[config.mk]
export PLATFORM = sky130hd
export DESIGN_NAME = i2c_scr_reg
export DESIGN_NICKNAME = d
export VERILOG_FILES = /design/src/rtl/i2c_scr_pkg.sv /design/src/rtl/i2c_scr_rc_bit.sv /design/src/rtl/i2c_scr_ctl_bit.sv /design/src/rtl/i2c_scr_hold.sv /design/src/rtl/i2c_scr_reg.sv
export SDC_FILE = /design/constraint.sdc
export NUM_CORES = 1
export LEC_CHECK = 0
export ABC_AREA = 1
export BUFFER_PORTS_ARGS = -buffer_cell sky130_fd_sc_hd__buf_2
export CAP_MARGIN = 20
export CORE_AREA = 4 4 41 43
export CTS_BUF_LIST = sky130_fd_sc_hd__clkbuf_2 sky130_fd_sc_hd__clkbuf_4 sky130_fd_sc_hd__clkbuf_8
export DETAILED_ROUTE_END_ITERATION = 16
export DIE_AREA = 0 0 45 47
export GPL_TIMING_DRIVEN = 0
export MAX_ROUTING_LAYER = met4
export PLACE_DENSITY_LB_ADDON = 0.15
export SLEW_MARGIN = 20
export SYNTH_ARGS = -nofsm -noshare
export SYNTH_HDL_FRONTEND = slang
export SYNTH_HIERARCHICAL = 1
export SYNTH_SLANG_ARGS = --single-unit
[constraint.sdc]
create_clock -name clk -period 0.8 [get_ports clk]
set_input_delay 0.04 -clock clk [delete_from_list [all_inputs] [get_ports clk]]
set_output_delay 0.04 -clock clk [all_outputs]
set_load 0.02 [all_outputs]
[src/rtl/i2c_scr_pkg.sv]
package i2c_scr_pkg;
  localparam int REG_W  = 8;
  localparam int B_DONE = 0;
  localparam int B_LRB  = 1;
  localparam int B_TX   = 2;
  localparam int B_ADDR = 3;
  localparam int B_ACK  = 4;
  localparam int B_STOP = 5;
  localparam int B_ARB  = 6;
  localparam int B_BERR = 7;

  localparam logic [REG_W-1:0] CTL_MASK   = (REG_W'(1) << B_TX) | (REG_W'(1) << B_ACK);
  localparam logic [REG_W-1:0] RC_MASK    = ~CTL_MASK;
  localparam logic [REG_W-1:0] START_MASK = (REG_W'(1) << B_DONE) | (REG_W'(1) << B_LRB)
                                          | (REG_W'(1) << B_TX)   | (REG_W'(1) << B_ARB);
endpackage

[src/rtl/i2c_scr_rc_bit.sv]
// One sticky status flag: hardware sets or loads it, software clears with 0.
module i2c_scr_rc_bit (
  input  logic clk,
  input  logic rst,
  input  logic hw_set,
  input  logic hw_load,
  input  logic hw_val,
  input  logic hw_clr,
  input  logic sw_clr,
  output logic d,
  output logic q
);
  always_comb begin
    d = q;
    if (hw_set)               d = 1'b1;
    else if (hw_load)         d = hw_val;
    else if (hw_clr || sw_clr) d = 1'b0;
  end

  always_ff @(posedge clk) begin
    if (rst) q <= 1'b0;
    else     q <= d;
  end
endmodule

[src/rtl/i2c_scr_ctl_bit.sv]
// One read/write control flag; a hardware clear beats a host write.
module i2c_scr_ctl_bit (
  input  logic clk,
  input  logic rst,
  input  logic wr,
  input  logic wd,
  input  logic hw_clr,
  output logic d,
  output logic q
);
  always_comb begin
    d = q;
    if (hw_clr)  d = 1'b0;
    else if (wr) d = wd;
  end

  always_ff @(posedge clk) begin
    if (rst) q <= 1'b0;
    else     q <= d;
  end
endmodule

[src/rtl/i2c_scr_hold.sv]
// Stall request and interrupt flops.
module i2c_scr_hold (
  input  logic clk,
  input  logic rst,
  input  logic byte_done,
  input  logic host_wr,
  input  logic done_nxt,
  input  logic berr_nxt,
  output logic stall,
  output logic irq
);
  always_ff @(posedge clk) begin
    if (rst) begin
      stall <= 1'b0;
      irq   <= 1'b0;
    end else begin
      if (byte_done)    stall <= 1'b1;
      else if (host_wr) stall <= 1'b0;
      irq <= done_nxt | berr_nxt;
    end
  end
endmodule

[src/rtl/i2c_scr_reg.sv]
module i2c_scr_reg
  import i2c_scr_pkg::*;
#(
  parameter int W = REG_W
) (
  input  logic         clk,
  input  logic         rst,
  input  logic         wr_en,
  input  logic [W-1:0] wr_data,
  output logic [W-1:0] rd_data,
  input  logic         ev_byte_done,
  input  logic         ev_nack,
  input  logic         ev_is_addr,
  input  logic         ev_start,
  input  logic         ev_stop,
  input  logic         ev_arb_lost,
  input  logic         ev_bus_err,
  output logic         ctl_tx,
  output logic         ctl_ack,
  output logic         irq,
  output logic         stall
);
  logic [W-1:0] set_v, load_v, val_v, hclr_v, swclr_v;
  logic [W-1:0] d_v, q_v;

  always_comb begin
    set_v          = '0;
    load_v         = '0;
    val_v          = '0;
    hclr_v         = '0;
    set_v[B_DONE]  = ev_byte_done;
    load_v[B_LRB]  = ev_byte_done;
    val_v[B_LRB]   = ev_nack;
    set_v[B_ADDR]  = ev_byte_done & ev_is_addr;
    set_v[B_STOP]  = ev_stop;
    set_v[B_ARB]   = ev_arb_lost;
    set_v[B_BERR]  = ev_bus_err;
    for (int i = 0; i < W; i++) begin
      if (START_MASK[i]) hclr_v[i] = ev_start;
    end
    hclr_v[B_ACK]  = hclr_v[B_ACK] | ev_byte_done;
    swclr_v        = {W{wr_en}} & ~wr_data;
  end

  for (genvar g = 0; g < W; g++) begin : g_bit
    if (RC_MASK[g]) begin : g_rc
      i2c_scr_rc_bit u_bit (
        .clk(clk), .rst(rst), .hw_set(set_v[g]), .hw_load(load_v[g]),
        .hw_val(val_v[g]), .hw_clr(hclr_v[g]), .sw_clr(swclr_v[g]),
        .d(d_v[g]), .q(q_v[g]));
    end else begin : g_ctl
      i2c_scr_ctl_bit u_bit (
        .clk(clk), .rst(rst), .wr(wr_en), .wd(wr_data[g]),
        .hw_clr(hclr_v[g]), .d(d_v[g]), .q(q_v[g]));
    end
  end

  i2c_scr_hold u_hold (
    .clk(clk), .rst(rst), .byte_done(ev_byte_done), .host_wr(wr_en),
    .done_nxt(d_v[B_DONE]), .berr_nxt(d_v[B_BERR]),
    .stall(stall), .irq(irq));

  assign rd_data = q_v;
  assign ctl_tx  = q_v[B_TX];
  assign ctl_ack = q_v[B_ACK];
endmodule

==> out/qor.csv <==
stage,metric,value,unit
run_status,status,finished with violations,
run_status,violations,negative setup slack,
place,hpwl,930,um
place,io_buffer_count,29,
detailed_routing,ant_nets,0,
clock_tree,clk_pin_slew,0.07,ns
detailed_routing,viasPerCell,3.90,
power,p_per_area,1500,nW/um^2
floorplan,initial_core_util,41.9,%
floorplan,io_pins,30,
floorplan,fp.dieH,47,um
finish,multi_input_area,330,sq um
global_routing,grt_max_degree,11,
finish,fillers,130,
clock_tree,clock_latency,0.26,ns
power,peakVddDrop,0.000910,V
synth,syn_area,546,sq um
detailed_routing,drt_iter0_drc,3,
sta,whs,0.0530,ns
synth,syn_avg_cell_area,6.65,sq um
detailed_routing,drt-total-wl,1140,um
sta,finalSetupViolCount,3,
finish,syn2layout_area_growth,58.5,%
sta,fin_crit,0.866,ns
detailed_routing,vias,577,
critical_path,required,0.76,ns
detailed_routing,post-route-drc-count,0,
clock_tree,cts_buffers,3,
floorplan,placementRows,13,
run,cap_violations,0,
global_routing,grt.overflow.total,0,
finish,drive_gt1_share,45.9,%
clock_tree,htree_num_levels,1,
critical_path,r2r_slack,0.03,ns
clock_tree,post-cts-setup-buffer-count,0,
sta,skew,0.000186,ns
finish,antenna_cells,0,
critical_path,end_kind,primary output,
min_path,hold_class,in2reg,
clock_tree,cts_sinks,10,
clock_tree,cts_tree,built,
global_routing,grt_first_pass_wirelength,1880,um
detailed_routing,detail_route.wl_per_cell,7.67,um
synth,synthCells,82,
critical_path,path_max_fanout,3,
sta,drv_slew,0,
floorplan,core-area,1300,sq um
global_routing,antenna_found_initial,0,
critical_path,r2r_start,g_bit[7].g_rc.u_bit/q,
power,p_leak,0.484,nW
critical_path,critPathKind,reg2out,
sta,hold_viol,0,
synth,ys_warn_count,6,
place,place_ws,-0.00641,ns
sta,fin_crit_sh,108,%
min_path,min_from,ev_arb_lost,
finish,fin_cells,148,
critical_path,worstPathArrival,0.83,ns
floorplan,die_w,45,um
finish,regArea,210,sq um
sta,worst_slack,-0.0662,ns
global_routing,first_global_vias,492,
place,place_congestion,0.718,
clock_tree,cts-root-buf,clkbuf_4,
place,dp.cells,144,
critical_path,setup.worst_path.start,g_bit[4].g_ctl.u_bit/q,
critical_path,start_kind,flop,
sta,rsz0062_at_grt,yes,
global_routing,grt.total_usage,12.9,%
detailed_routing,drt_first_pass_iters,2,
floorplan,dieArea,2120,sq um
finish,fin_nets,152,
sta,fmaxAchievable,1150,MHz
clock_tree,clk_path_buf_depth,2,
sequential cells by signal, summed over array words and instances (netlist names):
name                 flops
u_hold/irq               1
g_bit.g_rc.u_bit/q       6
u_hold/stall             1
g_bit.g_ctl.u_bit/q      2
routing by layer:
| layer | GRT usage (%) | vias to the layer above | part of all wire [%] |
|---|---|---|---|
| met5 | - | - | 0 |
| met4 | 8.77 | 0 | 0.79 |
| met3 | 2.30 | 2 | 8.7 |
| met2 | 18.6 | 17 | 45 |
| met1 | 16.3 | 235 | 45 |
| li1 | - | 323 | - |
report_power, final:
part	leakage, nW	internal (mW)	total [mW]	switching (mW)
combinational	0.377	0.130	0.298	0.168
sequential	0.0854	0.536	0.552	0.0166
clock	0.0210	0.276	0.450	0.174
total	0.484	0.942	1.30	0.358
final timing paths:
kind,end,cells after the start
max,rd_data[4],2
min,g_bit[6].g_rc.u_bit/q,3
max reg2reg,u_hold/irq,6
min reg2reg,u_hold/stall,2
cell type report:
| class | count | share of cell area, % |
|---|---|---|
| sequential | 10 | 24.3 |
| tap | 15 | 2.17 |
| inverter | 18 | 7.81 |
| buffer | 2 | 2.60 |
| timing repair buffer | 29 | 20.7 |
| multi-input combinational | 70 | 38.2 |
| clock buffer | 4 | 4.20 |
per-stage QoR:
step            TNS (ns)  util [%]  instance area [sq um]  power (mW)
6_report          -0.125      66.4                    865        1.30
3_5_place_dp    -0.00641      59.9                    779       0.836
2_1_floorplan          0         -                    616       0.728
3_3_place_gp   -0.000558      59.9                    779       0.829
5_1_grt           -0.255      66.4                    865        1.38
4_1_cts           -0.151      65.4                    851        1.30
what timing repair did:
action,4_1_cts,5_1_grt
pin swaps,0,0
setup endpoints to repair,8,10
resized for setup,13,7
hold buffers,0,0
worst max-delay path: stages (launching register included):
cell     delay (ns)
dfxtp_2        0.34
buf_6          0.11
buf_6          0.12
layout by cell type, fill, tap and decap left out, types with 3 or more instances in the layout:
cell type  instances
clkbuf_4           3
inv_1             17
a21oi_1           12
conb_1            19
nor2_2            14
dfxtp_2            8
buf_6              5
nand2_1           14
buf_2             20
nor2_1             8
buf_4              6
Power figures use the tool's default switching activity.
